==> src/rtl/tg_pkg.sv <==
package tg_pkg;

   typedef enum logic {
      TG_UNIFORM    = 1'b0,
      TG_LOCAL_BIAS = 1'b1
   } tg_mode_e;

   // Galois right-shift feedback masks for the supported generator widths
   function automatic logic [31:0] tg_taps(input int width);
      case (width)
         16:      return 32'h0000_B400;
         24:      return 32'h00E1_0000;
         32:      return 32'h8020_0003;
         default: return 32'h0000_0000;
      endcase
   endfunction

endpackage

==> src/rtl/tg_lfsr.sv <==
module tg_lfsr #(
   parameter int W     = 32,
   parameter int OUT_W = 24
) (
   input  logic             clk,
   input  logic             rst_n,
   input  logic             load,
   input  logic [W-1:0]     seed,
   output logic [OUT_W-1:0] rnd
);
   localparam logic [W-1:0] TAPS = W'(tg_pkg::tg_taps(W));

   if (TAPS == '0) begin : g_bad_width
      $error("tg_lfsr: width must be 16, 24 or 32");
   end
   if (OUT_W > W) begin : g_bad_out
      $error("tg_lfsr: output slice wider than state");
   end

   logic [W-1:0] s_q;
   logic [W-1:0] s_nxt;

   for (genvar i = 0; i < W; i++) begin : g_bit
      if (i == W-1) begin : g_top
         assign s_nxt[i] = TAPS[i] & s_q[0];
      end else begin : g_mid
         assign s_nxt[i] = s_q[i+1] ^ (TAPS[i] & s_q[0]);
      end
   end

   always_ff @(posedge clk or negedge rst_n) begin
      if (!rst_n) begin
         s_q <= W'(1);
      end else if (load) begin
         s_q <= (seed == '0) ? W'(1) : seed;
      end else begin
         s_q <= s_nxt;
      end
   end

   assign rnd = s_q[OUT_W-1:0];

endmodule

==> src/rtl/tg_dest_sel.sv <==
module tg_dest_sel #(
   parameter int NODES  = 16,
   parameter int LOAD_W = 8,
   localparam int NODE_W = $clog2(NODES)
) (
   input  tg_pkg::tg_mode_e  mode,
   input  logic [NODE_W-1:0] self_addr,
   input  logic [LOAD_W:0]   local_frac,
   input  logic [LOAD_W-1:0] r_loc,
   input  logic [NODE_W-1:0] r_dst,
   input  logic              r_side,
   output logic [NODE_W-1:0] dest,
   output logic              skip
);
   logic go_local;

   always_comb begin
      go_local = (mode == tg_pkg::TG_LOCAL_BIAS) && ({1'b0, r_loc} < local_frac);
      if (go_local) begin
         dest = r_side ? self_addr + NODE_W'(1) : self_addr - NODE_W'(1);
         skip = 1'b0;
      end else begin
         dest = r_dst;
         skip = (r_dst == self_addr);
      end
   end

endmodule

==> src/rtl/tg_pkt_fsm.sv <==
module tg_pkt_fsm #(
   parameter int NODES     = 16,
   parameter int NUM_VC    = 2,
   parameter int PKT_FLITS = 4,
   parameter int TS_W      = 16,
   parameter int FLIT_W    = 32,
   localparam int NODE_W   = $clog2(NODES),
   localparam int VC_W     = $clog2(NUM_VC),
   localparam int IDX_W    = $clog2(PKT_FLITS)
) (
   input  logic              clk,
   input  logic              rst_n,
   input  logic              start,
   input  logic [NODE_W-1:0] start_dest,
   input  logic [VC_W-1:0]   start_vc,
   input  logic [TS_W-1:0]   start_ts,
   input  logic [NODE_W-1:0] self_addr,
   input  logic [NUM_VC-1:0] vc_ready,
   output logic              busy,
   output logic              flit_valid,
   output logic              flit_head,
   output logic              flit_tail,
   output logic [NODE_W-1:0] flit_dest,
   output logic [VC_W-1:0]   flit_vc,
   output logic [FLIT_W-1:0] flit_data
);
   localparam logic [IDX_W-1:0] LAST = IDX_W'(PKT_FLITS - 1);

   logic              busy_q;
   logic [IDX_W-1:0]  idx_q;
   logic [NODE_W-1:0] dest_q;
   logic [NODE_W-1:0] src_q;
   logic [VC_W-1:0]   vc_q;
   logic [TS_W-1:0]   ts_q;
   logic              fire;

   assign fire = busy_q && vc_ready[vc_q];

   always_ff @(posedge clk or negedge rst_n) begin
      if (!rst_n) begin
         busy_q <= 1'b0;
         idx_q  <= '0;
         dest_q <= '0;
         src_q  <= '0;
         vc_q   <= '0;
         ts_q   <= '0;
      end else if (start && !busy_q) begin
         busy_q <= 1'b1;
         idx_q  <= '0;
         dest_q <= start_dest;
         src_q  <= self_addr;
         vc_q   <= start_vc;
         ts_q   <= start_ts;
      end else if (fire) begin
         if (idx_q == LAST) begin
            busy_q <= 1'b0;
            idx_q  <= '0;
         end else begin
            idx_q  <= idx_q + IDX_W'(1);
         end
      end
   end

   assign busy       = busy_q;
   assign flit_valid = fire;
   assign flit_head  = fire && (idx_q == '0);
   assign flit_tail  = fire && (idx_q == LAST);
   assign flit_dest  = dest_q;
   assign flit_vc    = vc_q;
   assign flit_data  = FLIT_W'({src_q, idx_q, ts_q});

endmodule

==> src/rtl/tg_lat_acc.sv <==
module tg_lat_acc #(
   parameter int TS_W  = 16,
   parameter int SUM_W = 32,
   parameter int CNT_W = 16
) (
   input  logic             clk,
   input  logic             rst_n,
   input  logic [TS_W-1:0]  now,
   input  logic             rx_valid,
   input  logic             rx_head,
   input  logic [TS_W-1:0]  rx_ts,
   output logic [SUM_W-1:0] lat_sum,
   output logic [CNT_W-1:0] pkt_cnt
);
   if (SUM_W < TS_W) begin : g_bad_sum
      $error("tg_lat_acc: sum narrower than timestamp");
   end

   logic [TS_W-1:0] lat;
   assign lat = now - rx_ts;

   always_ff @(posedge clk or negedge rst_n) begin
      if (!rst_n) begin
         lat_sum <= '0;
         pkt_cnt <= '0;
      end else if (rx_valid && rx_head) begin
         lat_sum <= lat_sum + SUM_W'(lat);
         pkt_cnt <= pkt_cnt + CNT_W'(1);
      end
   end

endmodule

==> src/rtl/noc_traffic_gen.sv <==
module noc_traffic_gen #(
   parameter int NODES     = 16,
   parameter int NUM_VC    = 2,
   parameter int BUF_DEPTH = 8,
   parameter int FLIT_W    = 32,
   parameter int LFSR_W    = 32,
   parameter int LOAD_W    = 8,
   parameter int TS_W      = 16,
   parameter int SUM_W     = 32,
   parameter int CNT_W     = 16,
   localparam int NODE_W    = $clog2(NODES),
   localparam int VC_W      = $clog2(NUM_VC),
   localparam int PKT_FLITS = BUF_DEPTH / 2,
   localparam int IDX_W     = $clog2(PKT_FLITS)
) (
   input  logic              clk,
   input  logic              rst_n,
   input  logic              en,
   input  logic              mode,
   input  logic [LFSR_W-1:0] seed,
   input  logic [NODE_W-1:0] self_addr,
   input  logic [LOAD_W:0]   load_rate,
   input  logic [LOAD_W:0]   local_frac,
   input  logic [NUM_VC-1:0] vc_ready,
   output logic              flit_valid,
   output logic              flit_head,
   output logic              flit_tail,
   output logic [NODE_W-1:0] flit_dest,
   output logic [VC_W-1:0]   flit_vc,
   output logic [FLIT_W-1:0] flit_data,
   input  logic              rx_valid,
   input  logic              rx_head,
   input  logic [TS_W-1:0]   rx_ts,
   output logic [SUM_W-1:0]  lat_sum,
   output logic [CNT_W-1:0]  pkt_cnt
);
   // random slice layout
   localparam int P_LOC  = LOAD_W;
   localparam int P_DST  = 2 * LOAD_W;
   localparam int P_SIDE = P_DST + NODE_W;
   localparam int P_VC   = P_SIDE + 1;
   localparam int RND_W  = P_VC + VC_W;

   if (NODES < 4 || (1 << NODE_W) != NODES) begin : g_bad_nodes
      $error("noc_traffic_gen: NODES must be a power of two of at least 4");
   end
   if (NUM_VC < 2 || (1 << VC_W) != NUM_VC) begin : g_bad_vc
      $error("noc_traffic_gen: NUM_VC must be a power of two of at least 2");
   end
   if (BUF_DEPTH < 4 || (1 << IDX_W) != PKT_FLITS) begin : g_bad_depth
      $error("noc_traffic_gen: BUF_DEPTH/2 must be a power of two of at least 2");
   end
   if (RND_W > LFSR_W) begin : g_bad_rnd
      $error("noc_traffic_gen: generator too narrow for the random fields");
   end
   if (FLIT_W < TS_W + IDX_W + NODE_W) begin : g_bad_flit
      $error("noc_traffic_gen: flit too narrow for its fields");
   end

   logic [TS_W-1:0]   now_q;
   logic [RND_W-1:0]  rnd;
   logic [NODE_W-1:0] pick_dest;
   logic              pick_skip;
   logic              busy;
   logic              want;
   logic              start;
   tg_pkg::tg_mode_e  mode_e;

   always_ff @(posedge clk or negedge rst_n) begin
      if (!rst_n) now_q <= '0;
      else        now_q <= now_q + TS_W'(1);
   end

   assign mode_e = tg_pkg::tg_mode_e'(mode);

   tg_lfsr #(.W(LFSR_W), .OUT_W(RND_W)) u_lfsr (
      .clk   (clk),
      .rst_n (rst_n),
      .load  (!en),
      .seed  (seed),
      .rnd   (rnd)
   );

   tg_dest_sel #(.NODES(NODES), .LOAD_W(LOAD_W)) u_dest (
      .mode       (mode_e),
      .self_addr  (self_addr),
      .local_frac (local_frac),
      .r_loc      (rnd[P_LOC +: LOAD_W]),
      .r_dst      (rnd[P_DST +: NODE_W]),
      .r_side     (rnd[P_SIDE]),
      .dest       (pick_dest),
      .skip       (pick_skip)
   );

   assign want  = {1'b0, rnd[LOAD_W-1:0]} < load_rate;
   assign start = en && !busy && want && !pick_skip;

   tg_pkt_fsm #(
      .NODES(NODES), .NUM_VC(NUM_VC), .PKT_FLITS(PKT_FLITS),
      .TS_W(TS_W), .FLIT_W(FLIT_W)
   ) u_fsm (
      .clk        (clk),
      .rst_n      (rst_n),
      .start      (start),
      .start_dest (pick_dest),
      .start_vc   (rnd[P_VC +: VC_W]),
      .start_ts   (now_q),
      .self_addr  (self_addr),
      .vc_ready   (vc_ready),
      .busy       (busy),
      .flit_valid (flit_valid),
      .flit_head  (flit_head),
      .flit_tail  (flit_tail),
      .flit_dest  (flit_dest),
      .flit_vc    (flit_vc),
      .flit_data  (flit_data)
   );

   tg_lat_acc #(.TS_W(TS_W), .SUM_W(SUM_W), .CNT_W(CNT_W)) u_acc (
      .clk      (clk),
      .rst_n    (rst_n),
      .now      (now_q),
      .rx_valid (rx_valid),
      .rx_head  (rx_head),
      .rx_ts    (rx_ts),
      .lat_sum  (lat_sum),
      .pkt_cnt  (pkt_cnt)
   );

endmodule

==> config.mk <==
export PLATFORM = sky130hd
export DESIGN_NAME = noc_traffic_gen
export DESIGN_NICKNAME = d
export VERILOG_FILES = /design/src/rtl/tg_pkg.sv /design/src/rtl/tg_lfsr.sv /design/src/rtl/tg_dest_sel.sv /design/src/rtl/tg_pkt_fsm.sv /design/src/rtl/tg_lat_acc.sv /design/src/rtl/noc_traffic_gen.sv
export SDC_FILE = /design/constraint.sdc
export NUM_CORES = 1
export LEC_CHECK = 0
export BUFFER_PORTS_ARGS = -buffer_cell sky130_fd_sc_hd__buf_4
export CORE_ASPECT_RATIO = 1.75
export CORE_MARGIN = 2
export CORE_UTILIZATION = 40
export CTS_CLUSTER_SIZE = 40
export DETAILED_ROUTE_END_ITERATION = 8
export GPL_TIMING_DRIVEN = 1
export SKIP_CTS_REPAIR_TIMING = 1
export SLEW_MARGIN = 20
export SYNTH_ARGS = -nofsm -noshare
export SYNTH_HDL_FRONTEND = slang
export SYNTH_SLANG_ARGS = --single-unit
==> constraint.sdc <==
create_clock -name clk -period 9 [get_ports clk]
set_input_delay 1.35 -clock clk [delete_from_list [all_inputs] [get_ports clk]]
set_output_delay 1.35 -clock clk [all_outputs]
set_load 0.1 [all_outputs]
==> results by group, run 1 <==
CTS
  • CTS clock-pin slew for the worst setup and hold paths: 60 ps
  • Maximum buffer depth of the clock tree: 2
  • CTS H-tree depth: 4
  • TritonCTS clock tree: built
  • CTS Buf Count: 17
  • Worst skew pair latency: 410 ps
  • Clock Sinks: 124
  • Root Buffer: clkbuf_16

Setup path
  • Cell mode on critical path: ha_1
  • Worst-path fanout max: 8
  • Crit path required time: 9280 ps
  • Crit path max-delay family: compound AO/OA/AOI/OAI gates
  • Register-to-Register Path Depth: 15
  • WS Path Type: primary input to flop
  • Worst EP arrival: 5020 ps
  • Worst r2r dst: u_acc.lat_sum[23]$_DFFE_PN0P_
  • Buf/Inv on CP: 1
  • Worst path max stage delay: 590 ps
  • Critical-path top delay cell: a211oi_1
  • CP Cell Sequence: buf_4 -> ha_1 -> fa_1 -> nor2b_1 -> o2111ai_1 -> a21oi_1 -> o21a_1 -> nor2_1 -> xnor2_1 -> ha_1 -> a31oi_1 -> a31oi_2 -> a211oi_1 -> nor4_1 -> xor2_1
  • Crit. End Element: flop
  • CP startpoint kind: primary input
  • Worst reg2reg startpoint: now_q[0]$_DFF_PN0_
  • FF-to-FF setup slack: 4760 ps

Timing
  • Worst rel slew slack: 0.327
  • Hold Slack: 476 ps
  • Period minus WS final: 4740 ps
  • Hold Fails Final Rpt: 0
  • Finish-stage setup viols: 0
  • Worst slew pin tran: 1010 ps
  • Fmax: 211 MHz
  • Unrepaired setup endpoints after global routing: false
  • Setup TNS: 0 ps
  • Setup ws final: 4260 ps
  • Part of the cycle the worst path needs: 0.527
  • Final max-slew violation count: 0
  • Post-Route Skew: 12.0 ps

Placed design
  • Final GP Congestion: 0.869
  • Placed Instances: 1051
  • Dpl ws: 3860 ps
  • HPWL Detailed: 13.6 mm
  • Port bufs: 155

Drt
  • DR pass1 iterations: 4
  • Via count: 5505
  • Antenna Nets Post-Route: 0
  • WL final: 17.4 mm
  • Starting DRT DRC Count: 174
  • DRC Markers: 0
  • Routed wire per std cell: 16.1 µm
  • Via density: 5.08

Floorplanning
  • Starting Density: 0.404
  • Rows: 65
  • Die width: 105 µm
  • I/O Pins: 166
  • Die H: 182 µm
  • Full die area: 0.0191 mm²
  • Core Area: 0.0178 mm²

Power
  • Switch share: 0.489
  • Register share of total power: 0.266
  • P_leak: 4.55 nW
  • Int Power: 1.48 mW
  • Pwr Density: 318 mW/mm²
  • Clock power frac: 0.227
  • Psw: 1.42 mW
  • Worst vdd ir: 0.207 mV
  • Comb pwr share: 0.507

Yosys
  • Post-Syn Area: 0.00720 mm²
  • Post-synthesis cell count: 675
  • Seq/Total Area, Yosys: 0.431
  • Post-synth EDFFs: 0
  • Yosys synthesis warning count: 0
  • #FFs+latches synth: 124
  • Main synth FF type: dfrtp_1
  • Avg Cell Area, Syn: 10.7 µm²
  • Synth unique cells: 58
  • Async SR Flop Fraction: 1.00

Finish
  • P&R area growth vs syn: 26.6%
  • FILL cells: 1627
  • Most frequent cells in the layout: 156 x buf_4, 123 x dfrtp_1, 57 x xnor2_1
  • Commonest non-fill, non-tap cell in the layout: buf_4
  • Share of cells above drive strength 1: 0.293
  • Area of the multi-input gates: 0.00379 mm²
  • Seq. cell area: 0.00310 mm²
  • Final non-filler cell total: 1083
  • # nets final: 970
  • Final antenna diode count: 0

Global routing
  • Grt total ovfl: 0
  • Pin count of the biggest net entering global routing: 77
  • First-pass GRT wire length: 28.3 mm
  • Initial antenna violation count: 0
  • Vias in the first global route: 5895
  • GR Util All Layers: 0.187

Worst hold path
  • Hold path depth: 1
  • Worst min path class: flop to flop
  • Hold path start: u_lfsr.s_q[25]$_DFF_PN0_
  • Hold endpoint: u_lfsr.s_q[24]$_DFF_PN0_

Outcome
  • Status: complete, no violations

Job
  • Max_cap viols: 0
power by group through the flow:
| stage | combinational (mW) | sequential, mW | clock (mW) |
|---|---|---|---|
| after global placement | 1.46 | 0.778 | 0 |
| after CTS | 1.48 | 0.774 | 0.682 |
| final | 1.47 | 0.771 | 0.659 |
| after global routing | 1.55 | 0.790 | 0.708 |
| after floorplan | 0.506 | 1.42 | 0 |
| after detailed placement | 1.47 | 0.782 | 0 |
cell families after synthesis:
group                    share of synthesized area
AND/OR/NAND/NOR                              0.115
flip-flops                                   0.431
AO/OA/AOI/OAI                                0.105
XOR/XNOR                                    0.0985
buffers and inverters                       0.0479
multiplexers                                 0.102
adder cells (fa/ha/maj)                      0.100
other                                     0.000521
registers in the layout, indices dropped and copies added, names as in the netlist:
register,count
u_fsm.flit_dest,4
u_lfsr.s_q,32
now_q,16
u_acc.pkt_cnt,16
u_fsm.flit_vc,1
u_fsm.src_q,4
u_fsm.busy,1
u_fsm.ts_q,16
u_acc.lat_sum,32
u_fsm.idx_q,2
worst max path at each step:
stage	start	depth (start not counted)	endpoint	slack, ps
5_1_grt	rx_ts[0]	15	u_acc.lat_sum[23]$_DFFE_PN0P_	4020
2_1_floorplan	vc_ready[1]	3	flit_tail	3870
3_3_place_gp	rx_ts[1]	16	u_acc.lat_sum[31]$_DFFE_PN0P_	3950
3_5_place_dp	rx_ts[0]	15	u_acc.lat_sum[31]$_DFFE_PN0P_	3860
6_report	rx_ts[0]	15	u_acc.lat_sum[23]$_DFFE_PN0P_	4260
4_1_cts	rx_ts[0]	15	u_acc.lat_sum[27]$_DFFE_PN0P_	4290
stage by stage:
stage / total power, mW / utilization / cell area (µm²)
2_1_floorplan: 1.93 / - / 7240
3_3_place_gp: 2.23 / 0.480 / 8540
3_5_place_dp: 2.25 / 0.480 / 8540
4_1_cts: 2.93 / 0.512 / 9110
5_1_grt: 3.05 / 0.512 / 9120
6_report: 2.90 / 0.512 / 9120
per-layer routing:
metal	vias to the layer above	wire, µm	global-route usage
li1	2669	-	-
met1	2637	6660	0.199
met2	161	9410	0.341
met3	38	768	0.0413
met4	0	585	0.0923
met5	-	0	0
final cells by class:
class	count	area share
clock buffer	21	0.0494
clock inverter	11	0.0133
inverter	48	0.0198
multi-input combinational	488	0.415
sequential	124	0.340
tap	234	0.0321
timing repair buffer	157	0.130
synthesized netlist by cell type, types with 11 or more instances:
cell / count / area share
dfrtp_1: 123 / 0.43
and3_1: 11 / 0.0096
a21o_1: 19 / 0.020
nand4_1: 16 / 0.014
inv_1: 48 / 0.025
ha_1: 53 / 0.092
nor2_1: 29 / 0.015
xor2_1: 24 / 0.029
nand2_1: 48 / 0.025
o21ai_0: 26 / 0.018
mux2_2: 39 / 0.061
xnor2_1: 57 / 0.069
a21oi_1: 34 / 0.024
nand3_1: 18 / 0.013
mux2_4: 17 / 0.035
Power figures use the tool's default switching activity.
==> inputs of run 2 (changes only) <==
Settings changed: ABC_AREA set to 1.
Clock period 9 ns to 4.5 ns, I/O delays scaled along.
==> run 2 against run 1 <==
  * Via count grew 31%
  * Worst hold slack lost 250 ps
  * Setup slack lost 3200 ps
  * Final area grew 10%
  * Clock power grew 110%
  * Largest power group unchanged
==> results by group, run 2 <==
Drt
  • Via count: 7186 (was 5505)
  • Starting DRT DRC Count: 200 (was 174)
  • Via density: 4.83 (was 5.08)
  • Routed wire per std cell: 14.4 µm (was 16.1 µm)
  • DR pass1 iterations: 5 (was 4)
  • Antenna Nets Post-Route: 0 (unchanged)
  • DRC Markers: 0 (unchanged)
  • WL final: 21.4 mm (was 17.4 mm)

Timing
  • Part of the cycle the worst path needs: 0.757
  • Setup ws final: 1090 ps (was 4260 ps)
  • Unrepaired setup endpoints after global routing: false (unchanged)
  • Hold Fails Final Rpt: 0 (unchanged)
  • Worst rel slew slack: 0.581 (was 0.327)
  • Period minus WS final: 3410 ps
  • Fmax: 293 MHz
  • Final max-slew violation count: 0 (unchanged)
  • Finish-stage setup viols: 0 (unchanged)
  • Worst slew pin tran: 627 ps (was 1010 ps)
  • Post-Route Skew: 7.12 ps (was 12.0 ps)

Placed design
  • Dpl ws: 799 ps (was 3860 ps)
  • Port bufs: 155 (unchanged)
  • Final GP Congestion: 0.945 (was 0.869)
  • Cell Area, Placed: 0.00947 mm² (was 0.00854 mm²)
  • HPWL Detailed: 16.9 mm (was 13.6 mm)

Finish
  • Fin area: 0.0101 mm² (was 0.00912 mm²)
  • Area of the multi-input gates: 0.00424 mm² (was 0.00379 mm²)
  • Commonest non-fill, non-tap cell in the layout: nand2_1 (was buf_4)
  • FILL cells: 2030 (was 1627)
  • P&R area growth vs syn: 23.9% (was 26.6%)
  • Seq. cell area: 0.00310 mm² (unchanged)
  • Largest registers: u_acc.lat_sum x32, u_lfsr.s_q x32 (unchanged)
  • Most frequent cells in the layout: 312 x nand2_1, 167 x inv_1, 158 x buf_4 (was 156 x buf_4, 123 x dfrtp_1, 57 x xnor2_1)
  • Share of cells above drive strength 1: 0.189 (was 0.293)
  • Final Util: 0.500 (was 0.512)
  • # nets final: 1362 (was 970)

Setup path
  • Worst reg2reg startpoint: now_q[2]$_DFF_PN0_ (was now_q[0]$_DFF_PN0_)
  • Crit path required time: 4810 ps (was 9280 ps)
  • WS Path Type: flop to flop (was primary input to flop)
  • Register-to-Register Path Depth: 20 (was 15)
  • Worst-path fanout max: 6 (was 8)
  • Critical Path Source: now_q[2]$_DFF_PN0_ (was rx_ts[0])
  • Critical path capture point: u_acc.lat_sum[27]$_DFFE_PN0P_ (was u_acc.lat_sum[23]$_DFFE_PN0P_)
  • Crit. End Element: flop (unchanged)
  • CP startpoint kind: flop (was primary input)
  • Worst r2r dst: u_acc.lat_sum[27]$_DFFE_PN0P_ (was u_acc.lat_sum[23]$_DFFE_PN0P_)
  • Worst EP arrival: 3710 ps (was 5020 ps)
  • FF-to-FF setup slack: 1090 ps (was 4760 ps)

Yosys
  • Post-synth EDFFs: 0 (unchanged)
  • Post-synthesis simple-gate area fraction: 0.292 (was 0.115)
  • Post-synth top cells: 312 x nand2_1, 167 x inv_1, 123 x dfrtp_1 (was 123 x dfrtp_1, 57 x xnor2_1, 53 x ha_1)
  • Async SR Flop Fraction: 1.00 (unchanged)
  • Cell with the most instances after synthesis: nand2_1 (was dfrtp_1)
  • Synth unique cells: 45 (was 58)
  • Seq/Total Area, Yosys: 0.383 (was 0.431)
  • Post-Synth Adder-Cell Area: 0.0891 (was 0.100)
  • Post-synth top area share: 0.379 (was 0.427)
  • Largest family of logic cells by synthesized area: simple AND/OR/NAND/NOR gates (unchanged)
  • Area fraction in compound gates after synthesis: 0.0734 (was 0.105)
  • Yosys synthesis warning count: 0 (unchanged)
  • Main synth FF type: dfrtp_1 (unchanged)
  • Area leader, netlist: dfrtp_1 (unchanged)
  • Post-synthesis mux area share: 0 (was 0.102)
  • Post-synthesis cell count: 1070 (was 675)
  • Synth Area in XOR/XNOR: 0.0626 (was 0.0985)
  • #FFs+latches synth: 124 (unchanged)
  • Synth area leaders: dfrtp_1 38%, nand2_1 14%, ha_1 8.2% (was dfrtp_1 43%, ha_1 9.2%, xnor2_1 6.9%)
  • Post-Syn Area: 0.00812 mm² (was 0.00720 mm²)
  • Avg Cell Area, Syn: 7.58 µm² (was 10.7 µm²)

CTS
  • CTS clock-pin slew for the worst setup and hold paths: 60 ps (about the same)
  • Root Buffer: clkbuf_16 (unchanged)
  • Worst skew pair latency: 420 ps (was 410 ps)
  • TritonCTS clock tree: built (unchanged)
  • Maximum buffer depth of the clock tree: 2 (unchanged)
  • CTS H-tree depth: 4 (unchanged)
  • CTS Buf Count: 17 (unchanged)
  • Clock Sinks: 124 (unchanged)

Power
  • P_leak: 5.48 nW (was 4.55 nW)
  • Worst vdd ir: 0.504 mV (was 0.207 mV)
  • Total power: 6.19 mW (was 2.90 mW)
  • Pwr Density: 616 mW/mm² (was 318 mW/mm²)

Global routing
  • Most used routing layer: met2 (unchanged)
  • Initial antenna violation count: 1 (was 0)
  • GR Util All Layers: 0.201 (was 0.187)
  • Vias in the first global route: 7270 (was 5895)
  • Grt total ovfl: 0 (unchanged)
  • First-pass GRT wire length: 34.3 mm (was 28.3 mm)
  • Met2 Track Usage GR: 0.389 (was 0.341)
  • Met3 Use GR: 0.0402 (was 0.0413)
  • Global Route met1 Usage: 0.205 (was 0.199)
  • Pin count of the biggest net entering global routing: 66 (was 77)

Floorplanning
  • I/O Pins: 166 (unchanged)
  • Die width: 112 µm (was 105 µm)
  • Rows: 69 (was 65)
  • Full die area: 0.0215 mm² (was 0.0191 mm²)
  • Core Area: 0.0201 mm² (was 0.0178 mm²)
  • Die H: 192 µm (was 182 µm)
  • Starting Density: 0.403 (was 0.404)

Outcome
  • Status: complete, no violations (unchanged)

Job
  • Max_cap viols: 0 (unchanged)

Worst hold path
  • Worst min path class: primary input to async pin (was flop to flop)
run 2: cell types whose count changed after synthesis, moves of 12 or more:
| cell | before | now |
|---|---|---|
| nand2_1 | 48 | 312 |
| inv_1 | 48 | 167 |
| nand3_1 | 18 | 74 |
| mux2_2 | 39 | 0 |
| nor2_1 | 29 | 61 |
| o21ai_0 | 26 | 56 |
| xnor2_1 | 57 | 31 |
| mux2_4 | 17 | 0 |
| a21o_1 | 19 | 3 |
| nand4_1 | 16 | 28 |
run 2: cells by family (layout without fill, tap and decap cells):
family / Yosys count / after routing
xor+xnor: 58 / 58
fa+ha+maj: 56 / 56
buf+inv: 197 / 358
simple gates: 527 / 527
other cells: 1 / 11
flops: 124 / 124
compound gates: 107 / 107
run 2: how the worst min path moves through the flow:
stage | from | end | slack (ps)
CTS | rst_n | u_acc.pkt_cnt[5]$_DFFE_PN0P_ | 220
detailed placement | u_lfsr.s_q[25]$_DFF_PN0_ | u_lfsr.s_q[24]$_DFF_PN0_ | 440
global route | rst_n | u_acc.pkt_cnt[5]$_DFFE_PN0P_ | 250
finish | rst_n | u_acc.pkt_cnt[5]$_DFFE_PN0P_ | 220
floorplan | rst_n | now_q[0]$_DFF_PN0_ | 380
global placement | u_lfsr.s_q[24]$_DFF_PN0_ | u_lfsr.s_q[23]$_DFF_PN0_ | 440
run 2: layer usage:
| layer | vias to the layer above | share of wire |
|---|---|---|
| met5 | - | 0 |
| met4 | 0 | 0.036 |
| met3 | 39 | 0.034 |
| met2 | 142 | 0.55 |
| met1 | 3316 | 0.38 |
| li1 | 3689 | - |
run 2: report_power, final:
group | leakage (nW) | internal (mW) | switching, mW | total, mW
combinational | 3.65 | 0.762 | 2.46 | 3.23
clock | 0.270 | 0.822 | 0.560 | 1.38
sequential | 1.56 | 1.34 | 0.247 | 1.59
total | 5.48 | 2.92 | 3.27 | 6.19
run 2: per-stage QoR:
stage | setup TNS (ps) | hold WS [ps] | cells
global route | 0 | 250 | 1489
global placement | 0 | 439 | 1457
finish | 0 | 224 | 1489
CTS | 0 | 224 | 1488
detailed placement | 0 | 443 | 1457
floorplan | -384 | 379 | 1079
run 2: critical path: stages, from the launching register on:
cell and delay, ps:
dfrtp_1 500, ha_1 380, a21oi_1 170, nand2_1 90
a21oi_1 290, o21ai_0 210, nand2_1 140, nand2_1 60
nand2_1 50, nand2_1 60, ha_1 390, nand2_1 130
nor2_1 160, inv_1 70, nor2_1 140, and2_1 140
nand2_1 70, nand3_1 70, nand2_1 60, nand2_1 50
nand2_1 60
run 2: layout make-up:
cell class	count	area share
Multi-Input combinational cell	758	0.421
Sequential cell	124	0.309
Timing Repair Buffer	158	0.118
Inverter	169	0.0631
Clock buffer	17	0.0423
Tap cell	248	0.0309
Clock inverter	14	0.0158
Antenna cell	1	0.000249
==> inputs of run 3 (changes only) <==
Clock period 4.5 ns to 2.8 ns, I/O delays scaled along.
==> run 3 against run 2 <==
  * The flow now finishes with violations (negative setup slack)
  * Flip-flop and latch count unchanged
  * Combinational power is 91% higher
  * Non-clock buffer count up 103
  * Critical path depth down 3
  * First-iteration DRC count grew 56%
  * Sequential share of layout area fell by 3.9 points
  * Core utilization up 7.2 points
  * Highest routed layer unchanged
  * Final cell count up 6.9%
  * Via count grew 6.8%
  * Final area up 14%
  * Global-route usage grew 0.65 points
==> results by group, run 3 (synthesis gave the netlist of run 2 again) <==
CTS
  • CTS Buf Count: 17 (unchanged)
  • TritonCTS clock tree: built (unchanged)
  • CTS clock-pin slew for the worst setup and hold paths: 60 ps (about the same)
  • Root Buffer: clkbuf_16 (unchanged)
  • CTS H-tree depth: 4 (unchanged)
  • Worst skew pair latency: 420 ps (about the same)
  • Clock Sinks: 124 (unchanged)
  • Maximum buffer depth of the clock tree: 2 (unchanged)

Setup path
  • Buf/Inv on CP: 3 (was 1)
  • Critical-path top delay cell: ha_2 (was dfrtp_1)
  • Crit. End Element: flop (unchanged)
  • CP startpoint kind: flop (unchanged)
  • CP Cell Sequence: ha_1 -> nand2_2 -> nor2_2 -> buf_4 -> a21oi_2 -> o21ai_2 -> xor2_1 -> ha_2 -> nand2_4 -> nor2_4 -> inv_1 -> nor3_2 -> nand3_1 -> nand3_2 -> nand3_1 -> nand2_1 -> inv_1 (was ha_1 -> a21oi_1 -> nand2_1 -> a21oi_1 -> o21ai_0 -> nand2_1 -> nand2_1 -> nand2_1 -> nand2_1 -> ha_1 -> nand2_1 -> nor2_1 -> inv_1 -> nor2_1 -> and2_1 -> nand2_1 -> nand3_1 -> nand2_1 -> nand2_1 -> nand2_1)
  • WS Path Type: flop to flop (unchanged)
  • Worst-path fanout max: 4 (was 6)
  • Crit path max-delay family: simple AND/OR/NAND/NOR gates (unchanged)
  • Crit path required time: 3110 ps (was 4810 ps)
  • Worst EP arrival: 3210 ps (was 3710 ps)
  • Worst path max stage delay: 410 ps (was 500 ps)

Outcome
  • Violated checks: negative setup slack
  • Status: complete, but fails checks (was complete, no violations)

Timing
  • Hold Slack: 61.2 ps (was 224 ps)
  • Fmax: 346 MHz (was 293 MHz)
  • Post-Route Skew: 14.7 ps (was 7.12 ps)
  • Worst rel slew slack: 0.478 (was 0.581)
  • Setup ws final: -91.6 ps (was 1090 ps)
  • Hold Fails Final Rpt: 0 (unchanged)
  • Setup TNS: -490 ps (was 0 ps)
  • Finish-stage setup viols: 14 (was 0)
  • Unrepaired setup endpoints after global routing: true (was false)
  • Final max-slew violation count: 0 (unchanged)
  • Part of the cycle the worst path needs: 1.03 (was 0.757)
  • Worst slew pin tran: 777 ps (was 627 ps)
  • Period minus WS final: 2890 ps (was 3410 ps)

Global routing
  • Pin count of the biggest net entering global routing: 65 (was 66)
  • Met2 Track Usage GR: 0.410 (was 0.389)
  • First-pass GRT wire length: 35.5 mm (was 34.3 mm)
  • Grt total ovfl: 0 (unchanged)
  • Initial antenna violation count: 0 (was 1)
  • Vias in the first global route: 7386 (was 7270)
  • GR Util All Layers: 0.208 (was 0.201)
  • Global Route met1 Usage: 0.220 (was 0.205)
  • Met3 Use GR: 0.0314 (was 0.0402)
  • Most used routing layer: met2 (unchanged)

Floorplanning
  • I/O Pins: 166 (unchanged)
  • Die H: 192 µm (unchanged)
  • Rows: 69 (unchanged)
  • Core Area: 0.0201 mm² (unchanged)
  • Die width: 112 µm (unchanged)
  • Full die area: 0.0215 mm² (unchanged)
  • Starting Density: 0.403 (unchanged)

Power
  • Register share of total power: 0.237 (was 0.256)
  • Clock power frac: 0.195 (was 0.223)
  • Worst vdd ir: 0.847 mV (was 0.504 mV)
  • P_leak: 6.10 nW (was 5.48 nW)
  • Pwr Density: 945 mW/mm² (was 616 mW/mm²)
  • Int Power: 5.30 mW (was 2.92 mW)
  • Switch share: 0.512 (was 0.528)
  • Comb pwr share: 0.567 (was 0.521)
  • Psw: 5.57 mW (was 3.27 mW)

Drt
  • Antenna Nets Post-Route: 0 (unchanged)
  • WL final: 22.7 mm (was 21.4 mm)
  • DRC Markers: 0 (unchanged)
  • Via density: 4.82 (was 4.83)
  • Routed wire per std cell: 14.3 µm (was 14.4 µm)
  • Via count: 7676 (was 7186)
  • DR pass1 iterations: 5 (unchanged)
  • Starting DRT DRC Count: 311 (was 200)

Finish
  • Share of cells above drive strength 1: 0.341 (was 0.189)
  • Final antenna diode count: 0 (was 1)
  • P&R area growth vs syn: 41.8% (was 23.9%)
  • Most frequent cells in the layout: 274 x nand2_1, 255 x buf_4, 156 x inv_1 (was 312 x nand2_1, 167 x inv_1, 158 x buf_4)
  • Commonest non-fill, non-tap cell in the layout: nand2_1 (unchanged)
  • Final non-filler cell total: 1592 (was 1489)
  • # nets final: 1465 (was 1362)
  • Largest registers: u_acc.lat_sum x32, u_lfsr.s_q x32 (unchanged)
  • Fin area: 0.0115 mm² (was 0.0101 mm²)

Placed design
  • Port bufs: 155 (unchanged)
  • Final GP Congestion: 0.840 (was 0.945)
  • Dpl ws: -444 ps (was 799 ps)
  • Cell Area, Placed: 0.0103 mm² (was 0.00947 mm²)
  • HPWL Detailed: 17.3 mm (was 16.9 mm)
  • Placed Instances: 1552 (was 1457)

Worst hold path
  • Worst min path class: primary input to async pin (unchanged)

Job
  • Max_cap viols: 0 (unchanged)
==> run 3: per-stage QoR <==
step / utilization / power (mW)
final: 0.572 / 10.9
after global routing: 0.572 / 11.5
after CTS: 0.538 / 10.5
after detailed placement: 0.510 / 8.32
after global placement: 0.510 / 8.27
after floorplan: - / 6.62
==> run 3: metal layers <==
metal,part of all wire,routed length [µm]
met5,0,0
met4,0.024,546
met3,0.029,654
met2,0.57,12900
met1,0.38,8590
==> run 3: path summary, 6_finish.rpt <==
check	startpoint	end	slack [ps]	depth (start not counted)
hold / removal	rst_n	u_acc.lat_sum[14]$_DFFE_PN0P_	60	1
hold reg to reg	u_lfsr.s_q[23]$_DFF_PN0_	u_lfsr.s_q[22]$_DFF_PN0_	450	2
min in group clk	self_addr[3]	u_fsm.src_q[3]$_DFFE_PN0P_	270	3
max in group asynchronous	rst_n	u_lfsr.s_q[0]$_DFF_PN1_	1990	2
setup reg to reg	now_q[12]$_DFF_PN0_	u_acc.lat_sum[30]$_DFFE_PN0P_	-90	17
setup / recovery	now_q[12]$_DFF_PN0_	u_acc.lat_sum[30]$_DFFE_PN0P_	-90	17
==> run 3: final cells by class <==
cell class,count,area (µm²)
Clock inverter,10,90.1
Sequential cell,124,3110
Multi-Input combinational cell,758,4890
Fill cell,1918,8600
Tap cell,248,310
Timing Repair Buffer,261,2000
Inverter,169,634
Clock buffer,22,474
==> run 3: power groups by stage <==
stage / Combinational (mW) / Clock, mW / Sequential [mW]
3_5_place_dp: 5.72 / 0 / 2.60
4_1_cts: 5.74 / 2.17 / 2.57
5_1_grt: 6.59 / 2.25 / 2.62
6_report: 6.17 / 2.13 / 2.58
2_1_floorplan: 1.93 / 0 / 4.69
3_3_place_gp: 5.68 / 0 / 2.60
